`src/rtl/ldq_snoop_pkg.sv`:
```
package ldq_snoop_pkg;
  typedef enum logic [0:0] {
    SCAN_IDLE = 1'b0,
    SCAN_WALK = 1'b1
  } scan_state_e;

  typedef struct packed {
    logic addr_ok;
    logic uncached;
    logic maybe_viol;
  } ent_attr_t;
endpackage

```
`src/rtl/ldq_blk_cmp.sv`:
```
module ldq_blk_cmp #(
  parameter int ADDR_W = 32
) (
  input  logic [ADDR_W-1:0] addr_a,
  input  logic [ADDR_W-1:0] addr_b,
  input  logic [ADDR_W-1:0] blk_size,
  output logic              same_blk
);
  logic [ADDR_W-1:0] align_mask;

  always_comb begin
    align_mask = ~(blk_size - {{(ADDR_W-1){1'b0}}, 1'b1});
    same_blk   = ((addr_a & align_mask) == (addr_b & align_mask));
  end
endmodule

```
`src/rtl/ldq_scan_ctrl.sv`:
```
module ldq_scan_ctrl
  import ldq_snoop_pkg::*;
#(
  parameter int DEPTH = 8,
  localparam int IDX_W = $clog2(DEPTH)
) (
  input  logic             clk,
  input  logic             rst_n,
  input  logic             req,
  input  logic [IDX_W-1:0] head,
  input  logic [IDX_W-1:0] tail,
  output logic             accept,
  output logic             busy,
  output logic             examine,
  output logic [IDX_W-1:0] cur_idx,
  output logic [IDX_W-1:0] head_q,
  output logic             done
);
  scan_state_e state_q, state_d;
  logic [IDX_W-1:0] idx_q, idx_d, tail_q, tail_d, head_d;
  logic done_q, done_d;

  always_comb begin
    state_d = state_q;
    idx_d   = idx_q;
    tail_d  = tail_q;
    head_d  = head_q;
    done_d  = 1'b0;
    accept  = 1'b0;
    examine = 1'b0;
    case (state_q)
      SCAN_IDLE: begin
        if (req) begin
          accept = 1'b1;
          head_d = head;
          tail_d = tail;
          idx_d  = head + {{(IDX_W-1){1'b0}}, 1'b1};
          if (head == tail) done_d = 1'b1;
          else              state_d = SCAN_WALK;
        end
      end
      SCAN_WALK: begin
        if (idx_q == tail_q) begin
          done_d  = 1'b1;
          state_d = SCAN_IDLE;
        end else begin
          examine = 1'b1;
          idx_d   = idx_q + {{(IDX_W-1){1'b0}}, 1'b1};
        end
      end
      default: state_d = SCAN_IDLE;
    endcase
  end

  always_ff @(posedge clk or negedge rst_n) begin
    if (!rst_n) begin
      state_q <= SCAN_IDLE;
      idx_q   <= '0;
      tail_q  <= '0;
      head_q  <= '0;
      done_q  <= 1'b0;
    end else begin
      state_q <= state_d;
      done_q  <= done_d;
      if (accept || examine) idx_q <= idx_d;
      if (accept) begin
        tail_q <= tail_d;
        head_q <= head_d;
      end
    end
  end

  assign busy    = (state_q == SCAN_WALK);
  assign cur_idx = idx_q;
  assign done    = done_q;

  AST_DONE_NOT_BUSY: assert property (@(posedge clk) disable iff (!rst_n)
    done |-> !busy);
  AST_IGNORE_BUSY: assert property (@(posedge clk) disable iff (!rst_n)
    (busy && req) |=> $stable(head_q));
endmodule

```
`src/rtl/ldq_flag_pulse.sv`:
```
module ldq_flag_pulse #(
  parameter int DEPTH = 8,
  localparam int IDX_W = $clog2(DEPTH)
) (
  input  logic             clk,
  input  logic             rst_n,
  input  logic             examine,
  input  logic [IDX_W-1:0] idx,
  input  logic             eligible,
  input  logic             blk_hit,
  input  logic             maybe_viol,
  output logic [DEPTH-1:0] reexec_set,
  output logic [DEPTH-1:0] hit_set
);
  logic flag_now;
  logic [DEPTH-1:0] re_d, hit_d, re_q, hit_q;

  assign flag_now = examine && eligible && blk_hit;

  for (genvar g = 0; g < DEPTH; g++) begin : g_ent
    always_comb begin
      re_d[g]  = flag_now && (idx == IDX_W'(g)) && maybe_viol;
      hit_d[g] = flag_now && (idx == IDX_W'(g)) && !maybe_viol;
    end

    always_ff @(posedge clk or negedge rst_n) begin
      if (!rst_n) begin
        re_q[g]  <= 1'b0;
        hit_q[g] <= 1'b0;
      end else begin
        re_q[g]  <= re_d[g];
        hit_q[g] <= hit_d[g];
      end
    end
  end

  assign reexec_set = re_q;
  assign hit_set    = hit_q;

  AST_ONE_PULSE: assert property (@(posedge clk) disable iff (!rst_n)
    $onehot0({re_q, hit_q}));
  AST_KIND_FROM_MARK: assert property (@(posedge clk) disable iff (!rst_n)
    (|re_q) |-> $past(maybe_viol && examine));
endmodule

```
`src/rtl/ldq_snoop_scan.sv`:
```
module ldq_snoop_scan
  import ldq_snoop_pkg::*;
#(
  parameter int DEPTH  = 8,
  parameter int ADDR_W = 32,
  localparam int IDX_W = $clog2(DEPTH)
) (
  input  logic                    clk,
  input  logic                    rst_n,
  input  logic [ADDR_W-1:0]       blk_size,
  input  logic                    snoop_vld,
  input  logic [ADDR_W-1:0]       snoop_addr,
  input  logic [IDX_W-1:0]        q_head,
  input  logic [IDX_W-1:0]        q_tail,
  input  logic [DEPTH-1:0]        ent_addr_ok,
  input  logic [DEPTH-1:0]        ent_uncached,
  input  logic [DEPTH-1:0]        ent_maybe_viol,
  input  logic [DEPTH*ADDR_W-1:0] ent_paddr,
  output logic                    busy,
  output logic                    scan_done,
  output logic [DEPTH-1:0]        reexec_set,
  output logic [DEPTH-1:0]        snoop_hit_set
);
  logic              accept, examine, blk_hit;
  logic [IDX_W-1:0]  cur_idx, head_q;
  logic [ADDR_W-1:0] snp_addr_q, blk_size_q, cur_paddr;
  ent_attr_t         cur_attr;

  ldq_scan_ctrl #(.DEPTH(DEPTH)) u_ctrl (
    .clk     (clk),
    .rst_n   (rst_n),
    .req     (snoop_vld),
    .head    (q_head),
    .tail    (q_tail),
    .accept  (accept),
    .busy    (busy),
    .examine (examine),
    .cur_idx (cur_idx),
    .head_q  (head_q),
    .done    (scan_done)
  );

  always_ff @(posedge clk or negedge rst_n) begin
    if (!rst_n) begin
      snp_addr_q <= '0;
      blk_size_q <= '0;
    end else if (accept) begin
      snp_addr_q <= snoop_addr;
      blk_size_q <= blk_size;
    end
  end

  always_comb begin
    cur_paddr           = ent_paddr[cur_idx*ADDR_W +: ADDR_W];
    cur_attr.addr_ok    = ent_addr_ok[cur_idx];
    cur_attr.uncached   = ent_uncached[cur_idx];
    cur_attr.maybe_viol = ent_maybe_viol[cur_idx];
  end

  ldq_blk_cmp #(.ADDR_W(ADDR_W)) u_cmp (
    .addr_a   (cur_paddr),
    .addr_b   (snp_addr_q),
    .blk_size (blk_size_q),
    .same_blk (blk_hit)
  );

  ldq_flag_pulse #(.DEPTH(DEPTH)) u_flag (
    .clk        (clk),
    .rst_n      (rst_n),
    .examine    (examine),
    .idx        (cur_idx),
    .eligible   (cur_attr.addr_ok && !cur_attr.uncached),
    .blk_hit    (blk_hit),
    .maybe_viol (cur_attr.maybe_viol),
    .reexec_set (reexec_set),
    .hit_set    (snoop_hit_set)
  );

  AST_BLK_SIZE_VALID: assert property (@(posedge clk) disable iff (!rst_n)
    accept |-> (blk_size != '0) && ((blk_size & (blk_size - 1'b1)) == '0));
  AST_HEAD_UNTOUCHED: assert property (@(posedge clk) disable iff (!rst_n)
    !(reexec_set[head_q] || snoop_hit_set[head_q]));

  for (genvar g = 0; g < DEPTH; g++) begin : g_chk
    AST_SKIP_INELIGIBLE: assert property (@(posedge clk) disable iff (!rst_n)
      (reexec_set[g] || snoop_hit_set[g]) |-> $past(ent_addr_ok[g] && !ent_uncached[g]));
  end
endmodule

```
`config.mk`:
```
export PLATFORM = sky130hd
export DESIGN_NAME = ldq_snoop_scan
export DESIGN_NICKNAME = d
export VERILOG_FILES = /design/src/rtl/ldq_snoop_pkg.sv /design/src/rtl/ldq_blk_cmp.sv /design/src/rtl/ldq_scan_ctrl.sv /design/src/rtl/ldq_flag_pulse.sv /design/src/rtl/ldq_snoop_scan.sv
export SDC_FILE = /design/constraint.sdc
export NUM_CORES = 1
export LEC_CHECK = 0
export BUFFER_PORTS_ARGS = -buffer_cell sky130_fd_sc_hd__buf_2
export CAP_MARGIN = 30
export CORE_AREA = 4 4 142 144
export CTS_CLUSTER_SIZE = 8
export DETAILED_ROUTE_END_ITERATION = 8
export DIE_AREA = 0 0 146 148
export GPL_TIMING_DRIVEN = 0
export PLACE_DENSITY_LB_ADDON = 0.3
export SLEW_MARGIN = 20
export SYNTH_ARGS = -nofsm -noshare
export SYNTH_HDL_FRONTEND = slang
export SYNTH_HIERARCHICAL = 1
export SYNTH_SLANG_ARGS = --single-unit
```
`constraint.sdc`:
```
create_clock -name clk -period 10.1 [get_ports clk]
set_clock_uncertainty 0.1 [all_clocks]
set_input_delay 0.505 -clock clk [delete_from_list [all_inputs] [get_ports clk]]
set_output_delay 0.505 -clock clk [all_outputs]
set_load 0.01 [all_outputs]
```
Word-level counts from Yosys, hierarchy flattened
Index checks and enable logic that the tools add are counted.

word-level totals
  register bits = 88
  latch bits = 0
  bits in writable memories = 0
  bits in read-only memories = 0
  input bits = 353
  output and inout port bits = 18
  logic and storage cells = 96
  memories = 0

cells by class
  add/sub/neg operators = 3
  multipliers = 0
  divide/modulo/power cells = 0
  order comparisons = 1
  equal/unequal tests = 12
  shifts and indexed selects = 1
  mux-type cells = 20
  bitwise operators = 4
  reductions and logical operators = 33

operator list
  cell                                                                    number
  256-bit by 9-bit indexed part select with 32-bit output                 1
  32-bit AND                                                              2
  32-bit equality test                                                    1
  32-bit inverter                                                         1
  32-bit by 1-bit subtractor with 32-bit output (second input constant)   1
  1-bit logical AND                                                       27
  3-bit equality test (second input constant)                             4
  1-bit two-way mux                                                       12
  1-bit binary-select mux with 3-bit select                               3
  3-bit by 1-bit adder with 3-bit output (second input constant)          2
  3-bit by 2-bit equality test with 1-bit output (second input constant)  2
  3-bit equality test                                                     2
  3-bit two-way mux                                                       2
  3-bit one-hot mux with 2 select lines                                   1
  3-bit AND reduction                                                     2
  3-bit by 4-bit < comparator with 1-bit output (second input constant)   1
  2-bit inequality test (second input constant)                           2
  1-bit one-hot mux with 2 select lines                                   2
  3-bit by 1-bit equality test with 1-bit output (second input constant)  1
  3-bit logical NOT                                                       1
  1-bit logical NOT                                                       2
  1-bit logical OR                                                        1
  1-bit inverter                                                          1

Longest topological paths before layout
Gate-level depths: netlist of the first run.

  depth in word-level cells = 8
  mapped depth = 13
  depth with buffers taken out = 11

By module
Netlist of the first run, hierarchy kept.

modules (own cells, without submodules)
  module          times used  cells an instance  area an instance (sq um)  seq. area each (sq um)
  ldq_snoop_scan  1           269                4461.8                    1601.5
  ldq_blk_cmp     1           135                1143.6                    0.0
  ldq_scan_ctrl   1           52                 599.3                     275.3
  ldq_flag_pulse  1           44                 568.0                     400.4

Least setup slack after synthesis of the first run
OpenSTA, ideal clock, no wires.

  path type = reg2reg
  start point = register u_ctrl.idx_q[0], in the netlist u_ctrl/cur_idx[0]
  end point = register u_flag.hit_q[2], in the netlist u_flag/hit_set[2]
  library setup time = 0.102 ns
  data arrival time = 3.316 ns
  required time = 9.898 ns
  setup slack = 6.582 ns
  stages on the path, launching flop included = 13
  buffers on the path = 2
  clock period less this slack = 3.518 ns
  cell sequence = dfrtp_1 > buf_6 > buf_2 > mux4_2 > mux2_2 > xor2_1 > a221oi_1 > o2111ai_1 > a211oi_2 > nand4_1 > nor4_2 > nand4_1 > nor4_1

between the ends
  elaborated cells between the ends (all ways) = 20
  those cells by class = eq/ne (3); shift (1); mux (8); bitwise (1); reduce/logical (7)

RTL lines
  what                                                     line                  text
  from (decl)                                              ldq_scan_ctrl.sv:20   logic [IDX_W-1:0] idx_q, idx_d, tail_q, tail_d, head_d;
  from (signal assigned)                                   ldq_scan_ctrl.sv:65   if (accept || examine) idx_q <= idx_d;
  256-bit by 9-bit indexed part select with 32-bit output  ldq_snoop_scan.sv:54  cur_paddr = ent_paddr[cur_idx*ADDR_W +: ADDR_W];
  via cur_paddr[0]                                         ldq_snoop_scan.sv:26  logic [ADDR_W-1:0] snp_addr_q, blk_size_q, cur_paddr;
  32-bit AND                                               ldq_blk_cmp.sv:13     same_blk = ((addr_a & align_mask) == (addr_b & align_mask));
  32-bit equality test                                     ldq_blk_cmp.sv:13
  via blk_hit                                              ldq_snoop_scan.sv:24  logic accept, examine, blk_hit;
  1-bit logical AND                                        ldq_flag_pulse.sv:18  assign flag_now = examine && eligible && blk_hit;
  1-bit logical AND (2 in series)                          ldq_flag_pulse.sv:23  hit_d[g] = flag_now && (idx == IDX_W'(g)) && !maybe_viol;
  via u_flag.hit_d[2]                                      ldq_flag_pulse.sv:16  logic [DEPTH-1:0] re_d, hit_d, re_q, hit_q;
  to (signal, indexed assignment)                          ldq_flag_pulse.sv:32  hit_q[g] <= hit_d[g];
  to (decl)                                                ldq_flag_pulse.sv:16

The timed path passes the listed nets, and every way through them passes these cells. The select of a mux whose other input is x is not followed.
A chain may end at the register's enable or synchronous reset.

Worst setup path after layout of the first run
  start point = register u_ctrl.idx_q[1], in the netlist u_ctrl/cur_idx[1]
  end point = register u_flag.re_q[6], in the netlist u_flag/reexec_set[6]

between the ends
  elaborated cells between the ends (all ways) = 19
  those cells by class = eq/ne (3); shift (1); mux (8); bitwise (1); reduce/logical (6)

RTL lines
  what                                                     line                  text
  256-bit by 9-bit indexed part select with 32-bit output  ldq_snoop_scan.sv:54
  via cur_paddr[0]                                         ldq_snoop_scan.sv:26
  32-bit AND                                               ldq_blk_cmp.sv:13
  32-bit equality test                                     ldq_blk_cmp.sv:13
  via blk_hit                                              ldq_snoop_scan.sv:24
  1-bit logical AND                                        ldq_flag_pulse.sv:18
  1-bit logical AND (2 in series)                          ldq_flag_pulse.sv:22  re_d[g] = flag_now && (idx == IDX_W'(g)) && maybe_viol;
  via u_flag.re_d[6]                                       ldq_flag_pulse.sv:16
  to (signal, indexed assignment)                          ldq_flag_pulse.sv:31  re_q[g] <= re_d[g];
  to (decl)                                                ldq_flag_pulse.sv:16

The timed path passes the listed nets, and every way through them passes these cells. The select of a mux whose other input is x is not followed.

==> metrics.txt, run 1 <==
clock sink count slightly below 90; Vias about 5900; Final Instance Area slightly above 0.009 mm²; Arr. time, crit path around 5.0 ns; dpl ws ~5.3 ns; RSZ-0062 raised after global routing no; share of cells above drive strength 1 0.684; CP endpoint kind flip-flop; clock tree root driver cell clkbuf_16; Placement Rows 50; placed inst area about 0.009 mm²; Final Routed Wirelength 23.7 mm; status finished, final reports clean; routed vias/inst between 5 and 6; Most Frequent Cell on Critical Path nand4_1; CP startpoint kind flip-flop; CP Data Required Time ~10 ns; Slew @ Worst Pin around 0.85 ns; FF-to-FF setup slack 5.26 ns; Cell Chain, Critical Path buf_2 > clkbuf_1 > mux4_2 > mux2_2 > xor2_1 > a221oi_1 > o2111ai_1 > a211oi_2 > nand4_1 > nor4_2 > nand4_1 > nor3_1; Final Max Slew Viols 0; min setup slack post-route about 5.3 ns; Syn Inst Count 494; Max-Cap Viols 0; CTS Buf Count 9; crit path buf inv count 2; HP Class primary input to flip-flop; Slew Limit Headroom 0.431; first-pass GRT wire length around 36 mm; Iteration-0 DRC Markers around 260; CP max stage delay roughly 0.7 ns; dpl hpwl just under 20 mm; Synth Cell Area ~0.0067 mm²; Top delay family on crit path simple AND/OR/NAND/NOR gates; Final ANT Viol Nets 0; drc violations 0; Filler Cell Count roughly 1700; port bufs 370; Max Fclk 206 MHz; hold slack final 0.287 ns; Clock Latency Late Sink approximately 0.34 ns; DIE AREA between 0.02 and 0.025 mm²; Hold Fails Final Rpt 0; period utilization 0.480; setup_tns 0 ns; CP max stage cell clkbuf_1; Finished Layout Cells approximately 1100; Post-CTS Setup Inserts 0; # nets final roughly 1200; grt ovf 0; TritonRoute pass-1 iters 5; initial antenna violation count 0; Clk pin slew, worst setup/hold paths ~0.070 ns; Chip Width 146 µm; CTS tree yes; Peak VDD IR just over 100 µV; synthesized net count 849; yosys warns 6; Crit Path Max Fanout 10; vias in the first global route between 6000 and 7000; pwr/cell area approximately 270 mW/mm²; largest net degree at the start of global routing between 40 and 50; DP Cell Count 1100; Setup CP Type flip-flop to flip-flop; core box area approximately 0.019 mm²; Min Clock Period, post-route around 4.8 ns; starting density of the core 0.356; Max clock buf depth 2; mean post-synth cell area ~13 µm²; Finish-stage setup viols 0; I/O pins about 370; final RePlAce weighted congestion ~0.9; all-layer global routing usage 0.218; per-cell routed wire length 21.2 µm; synthesis-to-finish area growth 37.4%; die height 148 µm; Pleak 4.15 nW; H-tree levels 3
worst reg2reg max path, delay by kind of cell, from the launching register on:
kind,cells,cell delay (ns)
flip-flops,1,0.47
buffers and inverters,2,0.97
XOR/XNOR,1,0.16
AND/OR/NAND/NOR,4,1.47
AO/OA/AOI/OAI,3,0.86
multiplexers,2,0.72
through the flow:
| step | power (mW) | util |
|---|---|---|
| finish | 2.50 | 0.490 |
| detailed placement | 2.20 | 0.473 |
| global route | 2.69 | 0.489 |
| floorplan | 1.80 | - |
| global placement | 2.17 | 0.471 |
| CTS | 2.54 | 0.489 |
registers in the layout, summed over array words and instances (netlist names):
name,count
u_ctrl/done,1
u_flag/hit_set,8
u_flag/reexec_set,8
blk_size_q,32
snp_addr_q,32
u_ctrl/busy,1
u_ctrl/cur_idx,3
u_ctrl/tail_q,3
layer usage:
metal	track usage	up-vias	share of wire	wire length, µm
li1	-	2698	-	-
met1	0.284	2932	0.41	9770
met2	0.383	222	0.52	12200
met3	0.0377	19	0.061	1450
met4	0.0456	0	0.012	286
met5	0	-	0	0
cell type report:
class	instances	area, µm²	area share
buffer	31	189	0.0206
antenna	1	2.50	0.000273
multi-input combinational	369	4250	0.464
clock inverter	5	38.8	0.00424
sequential	88	2200	0.240
timing repair buffer	373	1910	0.208
tap	234	293	0.0320
inverter	6	22.5	0.00246
clock buffer	11	253	0.0276
repair_timing:
| item | CTS | global route |
|---|---|---|
| resized for setup | 0 | 0 |
| hold buffers | 1 | 0 |
| endpoints found under the hold margin | 23 | 0 |
layout by cell type (no fill, tap or decap), types with 7 or more instances in the layout:
cell type / n
xor2_1: 28
mux2_4: 7
nor2_1: 20
clkbuf_16: 9
nor3_1: 13
buf_2: 384
nor4_1: 9
nand2_1: 10
mux2_2: 95
mux4_2: 66
xnor2_1: 39
clkbuf_1: 10
dfrtp_1: 88
report_power, final:
part           switching (mW)  internal, mW  leakage, nW
Clock                   0.144         0.182        0.143
Combinational           0.667         0.837         2.94
Sequential              0.171         0.501         1.07
path summary, 6_finish.rpt:
| check | depth (start not counted) | end | from |
|---|---|---|---|
| worst max-delay path | 12 | u_flag/reexec_set[6] | u_ctrl/cur_idx[1] |
| worst min-delay path | 2 | snp_addr_q[6] | snoop_addr[6] |
| worst max register to register | 12 | u_flag/reexec_set[6] | u_ctrl/cur_idx[1] |
| worst min register to register | 1 | snp_addr_q[30] | snp_addr_q[30] |
| max in group asynchronous | 3 | u_ctrl/done | rst_n |
| min in group asynchronous | 2 | snp_addr_q[10] | rst_n |
(Power assumes the default switching activity.)
==> inputs of run 2 (changes only) <==
==> constraint.sdc (replaced) <==
create_clock -name clk -period 4.6 [get_ports clk]
set_clock_uncertainty 0.1 [all_clocks]
set_input_delay 0.23 -clock clk [delete_from_list [all_inputs] [get_ports clk]]
set_output_delay 0.23 -clock clk [all_outputs]
set_load 0.01 [all_outputs]
==> metrics.txt, run 2 (synthesized netlist as in run 1, its figures left out) <==
Top delay family on crit path simple AND/OR/NAND/NOR gates; RR Startpoint u_ctrl/cur_idx[1]; Hold Fails Final Rpt 0; port bufs 370; per-cell routed wire length 20.8 µm; Cell Chain, Critical Path buf_2 > clkbuf_2 > mux4_2 > mux2_2 > xor2_1 > a221oi_1 > o2111ai_1 > a211oi_2 > nand4_1 > nor4_4 > nand4b_2 > nor4_1; DRT met1 WL between 9 and 10 mm; clock sink count 88; starting density of the core 0.356; NetSw between 2 and 2.5 mW; Slew Limit Headroom 0.476; largest net degree at the start of global routing between 40 and 50; top flop regs blk_size_q (32), snp_addr_q (32); P_int between 3 and 4 mW; CP startpoint kind flip-flop; CP max stage delay ~0.46 ns; dpl hpwl approximately 20 mm; clock tree root driver cell clkbuf_16; Clock power frac 0.130; Net Sw Frac 0.393; sequential cell area about 0.0022 mm²; Routed met3 length between 1 and 1.5 mm; grt ovf 0; RSZ-0062 raised after global routing no; Iteration-0 DRC Markers ~290; highest layer used for signal routing met4; Final Util 0.501; synthesis-to-finish area growth 40.6%; H-tree levels 3; initial antenna violation count 0; status finished, final reports clean; Arr. time, crit path 4.37 ns; Slew @ Worst Pin approximately 0.79 ns; Max Fclk between 200 and 250 MHz; crit path launch u_ctrl/cur_idx[1]; final RePlAce weighted congestion 0.915; crit path buf inv count 2; Vias just under 6000; setup_tns 0 ns; DIE AREA about 0.022 mm²; Finish-stage setup viols 0; # diodes 0; Chip Width 146 µm; Setup CP Type flip-flop to flip-flop; share of cells above drive strength 1 0.670; CP endpoint kind flip-flop; hold slack final around 0.017 ns; Final ANT Viol Nets 0; CTS tree yes; Clk pin slew, worst setup/hold paths about 0.070 ns; Filler Cell Count ~1700; period utilization 0.919; Max clock buf depth 2; Final Routed Wirelength about 24 mm; Max-Cap Viols 0; I/O pins 371; footprint of the multi-input gates between 0.004 and 0.005 mm²; Clock Latency Late Sink approximately 0.34 ns; Placement Rows 50; Min Clock Period, post-route around 4.2 ns; routed vias/inst roughly 5.2; all-layer global routing usage 0.218; min-delay src snoop_addr[11]; HP Class primary input to flip-flop; pwr/cell area about 600 mW/mm²; CP Data Required Time approximately 4.7 ns; drc violations 0; vias in the first global route 6500; metal2 WL 12.4 mm; Comb pwr share 0.602; die height about 150 µm; # nets final about 1300; TritonRoute pass-1 iters 4; first-pass GRT wire length 36.3 mm; CP max stage cell dfrtp_1; CTS Buf Count 9; Crit Path Max Fanout 10; commonest non-fill, non-tap cell in the layout buf_2; Final Max Slew Viols 0; Peak VDD IR about 220 µV; Seq pwr share 0.268; core box area between 0.015 and 0.02 mm²; most frequent cells in the layout buf_2 (383), mux2_2 (95), dfrtp_1 (88), mux4_2 (66), xnor2_1 (39); Pleak 4.25 nW
==> run 2: changes by cell type in the layout (fill, tap and decap cells not counted), sizes merged <==
cell,change
dlygate4sd3,+20
diode,-1
==> run 2: power groups by stage <==
stage,clock (mW),combinational (mW),sequential [mW]
2_1_floorplan,0,2.55,1.40
3_3_place_gp,0,3.29,1.48
3_5_place_dp,0,3.35,1.49
4_1_cts,0.742,3.38,1.47
5_1_grt,0.775,3.63,1.54
6_report,0.717,3.32,1.47
==> run 2: cell type report <==
cell class,instances,area share
Multi-Input combinational cell,369,0.455
Sequential cell,88,0.235
Timing Repair Buffer,394,0.226
Tap cell,234,0.0313
Clock buffer,11,0.0270
Buffer,30,0.0198
Clock inverter,5,0.00414
Inverter,6,0.00240
==> run 2: repair_timing <==
action	in CTS	in global routing
pin swaps	0	1
gates resized for setup	2	0
hold buffers	21	0
setup buffers	0	1
hold endpoints to repair	64	0
endpoints found under the setup margin	15	3
==> run 2: routing by layer <==
metal  GRT usage  up-vias
li1            -     2738
met1       0.284     2932
met2       0.385      196
met3      0.0356       17
met4      0.0475        0
met5           0        -
==> run 2: through the flow <==
stage	instances	cell area [µm²]	setup slack [ns]	total power, mW
after CTS	1136	9360	0.132	5.60
after global placement	1098	8810	-0.195	4.77
after global routing	1137	9370	0.0635	5.94
final	1137	9370	0.374	5.51
after detailed placement	1100	8850	-0.184	4.83
after floorplan	494	6660	1.08	3.95
==> run 2: final timing paths <==
kind / end / slack [ns] / cells after the start
hold / removal: snp_addr_q[11] / 0.02 / 2
setup reg to reg: u_flag/hit_set[0] / 0.37 / 12
min in group asynchronous: snp_addr_q[9] / 0.29 / 2
hold reg to reg: snp_addr_q[30] / 0.42 / 1
max in group asynchronous: u_flag/hit_set[7] / 3.54 / 3
setup / recovery: u_flag/hit_set[0] / 0.37 / 12
==> run 2: worst reg2reg max path: stages, from the launching register on <==
cell	delay (ns)
dfrtp_1	0.46
buf_2	0.29
clkbuf_2	0.39
mux4_2	0.39
mux2_2	0.29
xor2_1	0.16
a221oi_1	0.34
o2111ai_1	0.19
a211oi_2	0.32
nand4_1	0.22
nor4_4	0.44
nand4b_2	0.29
nor4_1	0.25
